## src/rtl/keyed_wdog_pkg.sv

```systemverilog
package keyed_wdog_pkg;
  localparam int BUS_W     = 32;
  localparam int KEY_W     = 16;
  localparam int NUM_LOCKS = 4;

  // guard / control word pairs: guard at word 2*idx, control word at 2*idx+1
  localparam int IDX_KICK   = 0;
  localparam int IDX_RELOAD = 1;
  localparam int IDX_RUN    = 2;
  localparam int IDX_SCALE  = 3;

  typedef struct packed {
    logic             kickGo;
    logic             reloadLd;
    logic             runLd;
    logic             scaleLd;
    logic [BUS_W-1:0] wval;
  } strobe_t;

  function automatic int lockSteps(int idx);
    return (idx == IDX_RUN) ? 3 : 2;
  endfunction

  function automatic logic [KEY_W-1:0] lockKey(int idx, int step);
    logic [KEY_W-1:0] k;
    case (idx)
      IDX_KICK:   k = (step == 0) ? 16'h5555 : 16'hAAAA;
      IDX_RELOAD: k = (step == 0) ? 16'h6666 : 16'hBBBB;
      IDX_RUN:    k = (step == 0) ? 16'h7777 : ((step == 1) ? 16'hCCCC : 16'hDDDD);
      default:    k = (step == 0) ? 16'h5A5A : 16'hA5A5;
    endcase
    return k;
  endfunction
endpackage

```

## src/rtl/keyed_wdog_lock.sv

```systemverilog
module keyed_wdog_lock import keyed_wdog_pkg::*; #(
  parameter int STEPS = 2,
  parameter logic [KEY_W-1:0] KEY0 = 16'h0001,
  parameter logic [KEY_W-1:0] KEY1 = 16'h0002,
  parameter logic [KEY_W-1:0] KEY2 = 16'h0003
) (
  input  logic             clk,
  input  logic             rstN,
  input  logic             lockWr,
  input  logic             dataWr,
  input  logic [BUS_W-1:0] wval,
  output logic             isOpen,
  output logic [1:0]       progress
);
  localparam logic [1:0] LAST = 2'(STEPS);

  logic [1:0]       stageQ;
  logic [KEY_W-1:0] nextKey;
  logic             keyHit;

  always_comb begin
    case (stageQ)
      2'd0:    nextKey = KEY0;
      2'd1:    nextKey = KEY1;
      default: nextKey = KEY2;
    endcase
  end

  assign isOpen   = (stageQ == LAST);
  assign keyHit   = !isOpen && (wval == {{(BUS_W-KEY_W){1'b0}}, nextKey});
  // a finished sequence always reads 3, partial progress reads the step count
  assign progress = isOpen ? 2'd3 : stageQ;

  always_ff @(posedge clk) begin
    if (!rstN)                stageQ <= 2'd0;
    else if (lockWr)          stageQ <= keyHit ? stageQ + 2'd1 : 2'd0;
    else if (dataWr && isOpen) stageQ <= 2'd0;
  end

  assert_badkey_R4: assert property (@(posedge clk) disable iff (!rstN)
    (lockWr && !keyHit) |=> (progress == 2'd0));

  assert_relock_R6: assert property (@(posedge clk) disable iff (!rstN)
    (dataWr && isOpen && !lockWr) |=> (progress == 2'd0));

  assert_hold_R5: assert property (@(posedge clk) disable iff (!rstN)
    (!lockWr && !(dataWr && isOpen)) |=> $stable(progress));

  if (STEPS == 2) begin : g_twoStep
    assert_noTwo_R2: assert property (@(posedge clk) disable iff (!rstN)
      progress != 2'd2);
  end
endmodule

```

## src/rtl/keyed_wdog_ctrl.sv

```systemverilog
module keyed_wdog_ctrl import keyed_wdog_pkg::*; #(
  parameter int ADDR_W = 5
) (
  input  logic                   clk,
  input  logic                   rstN,
  input  logic [ADDR_W-1:0]      regAddr,
  input  logic                   regWe,
  input  logic [BUS_W-1:0]       regWdata,
  output strobe_t                strobes,
  output logic [NUM_LOCKS*2-1:0] progressAll
);
  logic [2:0]           wordIdx;
  logic [NUM_LOCKS-1:0] lockWrV, dataWrV, openV, acceptV;
  logic                 unusedAddr;

  assign wordIdx    = regAddr[2 +: 3];
  assign unusedAddr = ^regAddr[1:0];

  for (genvar gi = 0; gi < NUM_LOCKS; gi++) begin : g_lock
    localparam int STEPS_G = lockSteps(gi);
    localparam logic [KEY_W-1:0] K0 = lockKey(gi, 0);
    localparam logic [KEY_W-1:0] K1 = lockKey(gi, 1);
    localparam logic [KEY_W-1:0] K2 = lockKey(gi, 2);

    assign lockWrV[gi] = regWe && (wordIdx == 3'(2 * gi));
    assign dataWrV[gi] = regWe && (wordIdx == 3'(2 * gi + 1));
    assign acceptV[gi] = dataWrV[gi] && openV[gi];

    keyed_wdog_lock #(.STEPS(STEPS_G), .KEY0(K0), .KEY1(K1), .KEY2(K2)) u_lock (
      .clk      (clk),
      .rstN     (rstN),
      .lockWr   (lockWrV[gi]),
      .dataWr   (dataWrV[gi]),
      .wval     (regWdata),
      .isOpen   (openV[gi]),
      .progress (progressAll[2*gi +: 2])
    );
  end

  always_comb begin
    strobes.kickGo   = acceptV[IDX_KICK] && regWdata[0];
    strobes.reloadLd = acceptV[IDX_RELOAD];
    strobes.runLd    = acceptV[IDX_RUN];
    strobes.scaleLd  = acceptV[IDX_SCALE];
    strobes.wval     = regWdata;
  end

  assert_oneStrobe_R5: assert property (@(posedge clk) disable iff (!rstN)
    $onehot0({strobes.kickGo, strobes.reloadLd, strobes.runLd, strobes.scaleLd}));
endmodule

```

## src/rtl/keyed_wdog_dp.sv

```systemverilog
module keyed_wdog_dp import keyed_wdog_pkg::*; #(
  parameter int CNT_W = 16
) (
  input  logic             clk,
  input  logic             rstN,
  input  strobe_t          strobes,
  output logic [CNT_W-1:0] countOut,
  output logic [CNT_W-1:0] reloadOut,
  output logic [CNT_W-1:0] scaleOut,
  output logic             runOut,
  output logic             wdogRst
);
  localparam logic [CNT_W-1:0] ONE = {{(CNT_W-1){1'b0}}, 1'b1};

  logic [CNT_W-1:0] reloadQ, scaleQ, countQ, preQ, loadVal;
  logic             runQ, pulseQ, tick, startRun, restart;
  logic             unusedHigh;

  function automatic logic [CNT_W-1:0] clampLoad(logic [CNT_W-1:0] v);
    return (v == '0) ? ONE : v;
  endfunction

  assign loadVal    = clampLoad(strobes.wval[CNT_W-1:0]);
  assign unusedHigh = ^strobes.wval[BUS_W-1:CNT_W];
  assign tick       = runQ && (preQ >= scaleQ - ONE);
  assign startRun   = strobes.runLd && strobes.wval[0] && !runQ;
  assign restart    = strobes.kickGo || startRun;

  always_ff @(posedge clk) begin
    if (!rstN) begin
      reloadQ <= '1;
      scaleQ  <= '1;
      runQ    <= 1'b0;
    end else begin
      if (strobes.reloadLd) reloadQ <= loadVal;
      if (strobes.scaleLd)  scaleQ  <= loadVal;
      if (strobes.runLd)    runQ    <= strobes.wval[0];
    end
  end

  always_ff @(posedge clk) begin
    if (!rstN) begin
      countQ <= '1;
      preQ   <= '0;
      pulseQ <= 1'b0;
    end else if (restart) begin
      countQ <= reloadQ;
      preQ   <= '0;
      pulseQ <= 1'b0;
    end else if (!runQ) begin
      preQ   <= '0;
      pulseQ <= 1'b0;
    end else if (tick) begin
      preQ <= '0;
      if (countQ == ONE) begin
        countQ <= reloadQ;
        pulseQ <= 1'b1;
      end else begin
        countQ <= countQ - ONE;
        pulseQ <= 1'b0;
      end
    end else begin
      preQ   <= preQ + ONE;
      pulseQ <= 1'b0;
    end
  end

  assign countOut  = countQ;
  assign reloadOut = reloadQ;
  assign scaleOut  = scaleQ;
  assign runOut    = runQ;
  assign wdogRst   = pulseQ;

  assert_pulseRunning_R11: assert property (@(posedge clk) disable iff (!rstN)
    wdogRst |-> $past(runQ));

  assert_stoppedHold_R11: assert property (@(posedge clk) disable iff (!rstN)
    (!runQ && !restart) |=> $stable(countQ));

  assert_kickReload_R8: assert property (@(posedge clk) disable iff (!rstN)
    strobes.kickGo |=> (countQ == $past(reloadQ)));

  assert_clampZero_R9: assert property (@(posedge clk) disable iff (!rstN)
    (strobes.reloadLd && strobes.wval[CNT_W-1:0] == '0) |=> (reloadQ == ONE));

  assert_stepDown_R10: assert property (@(posedge clk) disable iff (!rstN)
    (tick && countQ != ONE && !restart) |=> (countQ == $past(countQ) - ONE));
endmodule

```

## src/rtl/keyed_wdog.sv

```systemverilog
module keyed_wdog import keyed_wdog_pkg::*; #(
  parameter int ADDR_W = 5,
  parameter int CNT_W  = 16
) (
  input  logic              clk,
  input  logic              rstN,
  input  logic [ADDR_W-1:0] regAddr,
  input  logic              regWe,
  input  logic [BUS_W-1:0]  regWdata,
  output logic [BUS_W-1:0]  regRdata,
  output logic              wdogRst
);
  localparam int PAD_W = BUS_W - CNT_W;

  strobe_t                strobes;
  logic [NUM_LOCKS*2-1:0] progressAll;
  logic [CNT_W-1:0]       countOut, reloadOut, scaleOut;
  logic                   runOut;

  keyed_wdog_ctrl #(.ADDR_W(ADDR_W)) u_ctrl (
    .clk         (clk),
    .rstN        (rstN),
    .regAddr     (regAddr),
    .regWe       (regWe),
    .regWdata    (regWdata),
    .strobes     (strobes),
    .progressAll (progressAll)
  );

  keyed_wdog_dp #(.CNT_W(CNT_W)) u_dp (
    .clk       (clk),
    .rstN      (rstN),
    .strobes   (strobes),
    .countOut  (countOut),
    .reloadOut (reloadOut),
    .scaleOut  (scaleOut),
    .runOut    (runOut),
    .wdogRst   (wdogRst)
  );

  always_comb begin
    case (regAddr[2 +: 3])
      3'd0:    regRdata = {30'b0, progressAll[2*IDX_KICK +: 2]};
      3'd1:    regRdata = {{PAD_W{1'b0}}, countOut};
      3'd2:    regRdata = {30'b0, progressAll[2*IDX_RELOAD +: 2]};
      3'd3:    regRdata = {{PAD_W{1'b0}}, reloadOut};
      3'd4:    regRdata = {30'b0, progressAll[2*IDX_RUN +: 2]};
      3'd5:    regRdata = {31'b0, runOut};
      3'd6:    regRdata = {30'b0, progressAll[2*IDX_SCALE +: 2]};
      default: regRdata = {{PAD_W{1'b0}}, scaleOut};
    endcase
  end
endmodule

```

## config.mk

```make
export PLATFORM = sky130hd
export DESIGN_NAME = keyed_wdog
export DESIGN_NICKNAME = d
export VERILOG_FILES = /design/src/rtl/keyed_wdog_pkg.sv /design/src/rtl/keyed_wdog_lock.sv /design/src/rtl/keyed_wdog_ctrl.sv /design/src/rtl/keyed_wdog_dp.sv /design/src/rtl/keyed_wdog.sv
export SDC_FILE = /design/constraint.sdc
export NUM_CORES = 1
export LEC_CHECK = 0
export ABC_AREA = 1
export CORE_AREA = 2 2 117 119
export CTS_CLUSTER_DIAMETER = 80
export DETAILED_ROUTE_END_ITERATION = 10
export DIE_AREA = 0 0 119 121
export GPL_ROUTABILITY_DRIVEN = 0
export PLACE_DENSITY = 0.63
export SYNTH_ARGS = -nofsm -noshare
export SYNTH_HDL_FRONTEND = slang
export SYNTH_SLANG_ARGS = --single-unit
```

## constraint.sdc

```tcl
create_clock -name clk -period 3.15 [get_ports clk]
set_input_delay 0.315 -clock clk [delete_from_list [all_inputs] [get_ports clk]]
set_output_delay 0.315 -clock clk [all_outputs]
set_load 0.01 [all_outputs]
```

Yosys cells after proc, flatten, opt, wreduce, memory -nomap -nowiden

Index checks and enable logic that the tools add are counted.

Multiplexer cells: 27
Order comparisons: 1
Equal/unequal tests: 17
Bitwise operators: 3
$add $sub $neg: 7
Reductions and logical operators: 41

Operators by type and width:

| kind                  | count |
|---|---|
| $eq 32x16->1          | 4 |
| $mux 16               | 8 |
| $pmux 16 s7           | 1 |
| $mux 2                | 16 |
| $pmux 16 s2           | 1 |
| $sub 16x1->16 const B | 2 |
| $logic_and 1x1->1     | 20 |
| $add 16x1->16 const B | 1 |
| $eq 16x1->1 const B   | 1 |
| $ge 16x16->1          | 1 |
| $logic_not 16->1      | 1 |
| $eq 3x3->1 const B    | 4 |
| $reduce_bool 2->1     | 6 |
| $add 2x1->2 const B   | 4 |
| $eq 2x2->1 const B    | 4 |
| $logic_not 2->1       | 4 |
| $reduce_or 4->1       | 2 |
| $eq 3x2->1 const B    | 2 |
| $logic_not 1->1       | 5 |
| $eq 3x1->1 const B    | 1 |
| $logic_not 3->1       | 1 |
| $not 1->1             | 3 |
| $eq 2x1->1 const B    | 1 |
| $reduce_and 2->1      | 1 |
| other kinds (2)       | 2 |

Bits in registers: 74
Logic and storage cells: 106
Output and inout bits: 33
Bits of input ports: 40

Longest topological paths before layout

Depth after elaboration: 8
Depth in mapped cells: 20
Mapped depth without buffers: 19

By module

From an unflattened synthesis, not the netlist that was laid out.

Cells, all modules: 1022
Area, all modules: 6165.9 µm²

By module, submodules not included:

| module                                     | cells each | times used | seq. area each (µm²) | area an instance (µm²) |
|---|---|---|---|---|
| keyed_wdog_dp                              | 542        | 1          | 1321.3               | 3706.1 |
| keyed_wdog                                 | 119        | 1          | 0.0                  | 624.3 |
| keyed_wdog_lock at u_ctrl.g_lock[2].u_lock | 81         | 1          | 40.0                 | 389.1 |
| keyed_wdog_ctrl                            | 61         | 1          | 0.0                  | 377.9 |
| keyed_wdog_lock at u_ctrl.g_lock[1].u_lock | 78         | 1          | 40.0                 | 375.4 |
| keyed_wdog_lock at u_ctrl.g_lock[3].u_lock | 71         | 1          | 40.0                 | 350.3 |
| keyed_wdog_lock at u_ctrl.g_lock[0].u_lock | 70         | 1          | 40.0                 | 342.8 |

Least setup slack after synthesis

OpenSTA, ideal clock, no wires.

Path type: reg2reg
Start point: register u_dp.scaleQ[0] (netlist: u_dp.scaleOut[0])
End point: register u_dp.countQ[6] (netlist: u_dp.countOut[6])
Buffers on the path: 1
Period minus slack after synthesis: 2712 ps
Arrival: 2578 ps
Stages on the path, launching flop included: 19
Setup time: 134 ps
Data required time: 3016 ps
Setup slack: 438 ps
Path through: dfxtp_1 inv_1 ha_1 nand2_1 nor2_1 nand4_1 or3_1 nand2_1 inv_1 ha_1 nand2_1 o21ai_0 a21oi_1 nand2_1 nand2_1 nand2_2 buf_4 nand2_1 nand3_1

Cells in the longest elaborated chain, start to end: 5

Ends and longest elaborated chain:

| item                        | RTL line            | source |
|---|---|---|
| start, declared             | keyed_wdog_dp.sv:15 | `logic [CNT_W-1:0] reloadQ, scaleQ, countQ, preQ, loadVal;` |
| start signal, assigned      | keyed_wdog_dp.sv:36 | `if (strobes.scaleLd) scaleQ <= loadVal;` |
| $sub 16x1->16               | keyed_wdog_dp.sv:25 | `assign tick = runQ && (preQ >= scaleQ - ONE);` |
| $ge 16x16->1                | keyed_wdog_dp.sv:25 |  |
| $logic_and 1x1->1           | keyed_wdog_dp.sv:25 |  |
| $reduce_bool 2->1 (no line) | -                   |  |
| $reduce_and 2->1 (no line)  | -                   |  |
| end signal, assigned        | keyed_wdog_dp.sv:47 | `countQ <= reloadQ;` |
| end signal, assigned        | keyed_wdog_dp.sv:56 | `countQ <= reloadQ;` |
| end signal, assigned        | keyed_wdog_dp.sv:59 | `countQ <= countQ - ONE;` |
| end, declared               | keyed_wdog_dp.sv:15 |  |

No other way between the ends.
A chain may end at the register's enable or synchronous reset.

Worst setup path in the final report

Start point: input port regAddr[4]
End point: output port regRdata[3]

Cells in the longest elaborated chain, start to end: 2
Elaborated cells between the ends (all ways): 8
Those cells by class: eq/ne (6); mux (1); reduce/logical (1)

Ends and longest elaborated chain:

| item                                     | RTL line         | source |
|---|---|---|
| start, declared                          | keyed_wdog.sv:7  | `input logic [ADDR_W-1:0] regAddr,` |
| $eq 3x3->1, or another cell as far along | keyed_wdog.sv:42 | `case (regAddr[2 +: 3])` |
| $pmux 16 s7 *                            | keyed_wdog.sv:42 |  |
| end, declared                            | keyed_wdog.sv:10 | `output logic [BUS_W-1:0] regRdata,` |

Every way passes the cells marked *; elsewhere a longest branch is shown, timed or not.

==> out/qor.csv <==
stage;metric;value;unit
outcome;status;finished clean;
final_layout;final_nets;908;
clocking;clk_path_buf_depth;2;
global_route;met3_usage;3.43;%
global_route;grt_pass1_vias;4720;
power_and_ir_drop;pwr-share-comb;10.2;%
global_route;antenna_found_initial;0;
critical_path;crit_fanout;13;
route;route.vias.total;5223;
global_route;grt_max_degree;31;
critical_path;crit_type;in2out;
power_and_ir_drop;p_switching;0.525;mW
synthesis;yosys-top-cells-area;dfxtp_1 (29%), nand2_1 (12%), nor2_1 (7.4%);
sta;finalHoldWorstSlack;0.462;ns
route;dr.pass1.iters;5;
floorplan;initial_core_util;39.4;%
floorplan;fp.dieArea;14400;sq um
synthesis;ys_types;40;
synthesis;netlist_instances;786;
synthesis;yosysTopAreaCell;dfxtp_1;
floorplan;ios;73;
power_and_ir_drop;power;2.20;mW
power_and_ir_drop;leakage;2.77;nW
final_layout;n_antenna_cell;0;
final_layout;drive_above_1_share;5.45;%
critical_path;cp-end-kind;output port;
synthesis;ys_warn_count;0;
critical_path;cp.required;2.83;ns
route;first_iter_violations;346;
floorplan;row_count;42;
global_route;grt_pass1_wl;23600;um
sta;setup_violations;0;
sta;setup_tns;0;ns
sta;fmax;350;MHz
power_and_ir_drop;p_per_area;356;nW/um^2
sta;skew;0.00637;ns
route;post_drt_wl_per_cell;14.3;um
final_layout;fin_util;47.2;%
final_layout;final_common_cell;nand2_1;
synthesis;ys_ff_latch;74;
route;antenna_left;0;
clocking;cts_tree;built;
sta;hold_viol;0;
global_route;use_met2;32.9;%
global_route;grt.busiest_layer;met2;
route;via_per_inst;5.12;
synthesis;synth_top_area_share;28.7;%
power_and_ir_drop;switching_share;23.8;%
clocking;cts_root_buf;clkbuf_16;
clocking;cts_sinks;74;
clocking;cts_buffers;9;
critical_path;worstPathArrival;2.54;ns
synthesis;synth_area;5160;sq um
clocking;path_clk_slew;0.05;ns
floorplan;core_area;13100;sq um
critical_path;start_kind;input port;
placement;placed_area;5830;sq um
final_layout;most-common-layout-cells;nand2_1 (164), nor2_1 (100), inv_1 (91);
power_and_ir_drop;power_frac_seq;42.5;%
clocking;clock_latency;0.34;ns
sta;maxSlewHeadroom;59.8;%
final_layout;areaGrowthSynthToFinish;19.8;%
power_and_ir_drop;peakVddDrop;0.188;mV
synthesis;synth_area_per_cell;6.56;sq um
power_and_ir_drop;p_int;1.68;mW
run;max-cap-violations;0;
final_layout;final_cell_area;6180;sq um
floorplan;die_y;121;um
synthesis;synth-seq-area-share;28.7;%
route;drc;0;
global_route;overflow;0;
placement;io_buffers;54;
floorplan;die_w;119;um
clocking;htreeDepth;3;
global_route;grt_use_met1;27.9;%
sta;fin_crit;2.86;ns
sta;worst_pin_slew;0.600;ns
sta;drv_slew;0;
global_route;grt_usage;20.7;%
min_path;hold_path.class;reg2reg;
route;drt_wl_total;14500;um
placement;hpwl;11100;um
power_and_ir_drop;clkPwrFrac;47.3;%
sta;rsz0062_at_grt;no;
sta;period_share;90.7;%
clocking;cts_setup_buffers;0;
==> worst max-delay path: stages <==
cell             delay [ns]
clkdlybuf4s50_1        0.67
inv_1                  0.12
nor2_1                 0.17
inv_1                  0.23
o21ai_0                0.40
clkdlybuf4s50_1        0.62
==> through the flow <==
stage          std cells  setup WS [ns]
2_1_floorplan        801          0.438
3_3_place_gp        1003          0.226
3_5_place_dp        1003          0.176
4_1_cts             1019          0.155
5_1_grt             1020         0.0250
6_report            1020          0.294
==> path summary, 6_finish.rpt <==
| check | startpoint | to | slack (ns) | cells past startpoint |
|---|---|---|---|---|
| max | regAddr[4] | regRdata[3] | 0.29 | 6 |
| min | u_dp.preQ[0] | u_dp.preQ[0] | 0.46 | 1 |
| max reg2reg | u_dp.scaleOut[2] | u_dp.countOut[13] | 0.30 | 17 |
| min reg2reg | u_dp.preQ[0] | u_dp.preQ[0] | 0.46 | 1 |
==> power by group through the flow <==
stage	clock network, mW	logic (mW)	registers, mW
after global placement	0	0.221	0.956
after floorplan	0	0.110	0.956
after detailed placement	0	0.221	0.956
after CTS	1.06	0.222	0.936
final	1.04	0.224	0.936
after global routing	1.10	0.242	0.935
==> synth_stat cells <==
| cell | number |
|---|---|
| buf_1 | 2 |
| buf_2 | 6 |
| o21ai_0 | 36 |
| nand3_2 | 2 |
| and2_1 | 1 |
| xor2_1 | 18 |
| or3_1 | 1 |
| nor2_2 | 1 |
| o211ai_1 | 12 |
| a221oi_1 | 3 |
| or2_2 | 1 |
| nor4_1 | 5 |
| nor3b_1 | 6 |
| nor2_4 | 1 |
| a22oi_1 | 14 |
| ha_1 | 29 |
| nand2_1 | 166 |
| a21oi_1 | 42 |
| nand3_1 | 63 |
| nand4_1 | 18 |
| inv_1 | 92 |
| nor3_4 | 2 |
| o22ai_1 | 2 |
| buf_4 | 17 |
| o21ai_1 | 12 |
| a211oi_1 | 1 |
| nor2_1 | 101 |
| nand3b_1 | 3 |
| clkbuf_1 | 10 |
| nor4b_1 | 1 |
| xnor2_1 | 11 |
| conb_1 | 1 |
| nor3_1 | 18 |
| nand2_2 | 2 |
| o21bai_1 | 1 |
| buf_6 | 3 |
| nand2_4 | 1 |
| a31oi_1 | 3 |
| dfxtp_1 | 74 |
| inv_2 | 4 |
==> layer usage <==
metal | wire length [um] | share of wire [%] | up-vias
li1 | - | - | 2674
met1 | 6920 | 48 | 2366
met2 | 6470 | 44 | 159
met3 | 836 | 5.8 | 24
met4 | 314 | 2.2 | 0
met5 | 0 | 0 | -
==> state kept, by name, summed over array words and instances (netlist names) <==
| name | flops |
|---|---|
| u_dp.runOut | 1 |
| u_dp.wdogRst | 1 |
| u_dp.preQ | 16 |
| u_dp.reloadOut | 16 |
| u_dp.countOut | 16 |
| u_ctrl.g_lock.u_lock.stageQ | 8 |
| u_dp.scaleOut | 16 |
==> cell families (layout without fill, tap and decap cells) <==
logic type	count (synthesis)	count (layout)	synth area share, %
fa+ha+maj	29	29	7.04
other cells	1	16	0.0727
xor+xnor	29	29	4.92
compound gates	126	126	13.9
buf+inv	134	176	11.6
simple gates	393	394	33.7
flops	74	74	28.7
==> cell type report <==
| cell class | count | area, sq um |
|---|---|---|
| Clock buffer | 15 | 298 |
| Clock inverter | 1 | 5.00 |
| Fill cell | 1380 | 6910 |
| Inverter | 96 | 360 |
| Multi-Input combinational cell | 594 | 3170 |
| Sequential cell | 74 | 1480 |
| Tap cell | 176 | 220 |
| Timing Repair Buffer | 64 | 641 |
==> repair_timing <==
action                     in CTS  in global routing
setup endpoints to repair       0                 17
gates resized for setup         0                 12
hold buffers                    0                  0
Note: power is estimated with default switching activity, not from simulation.
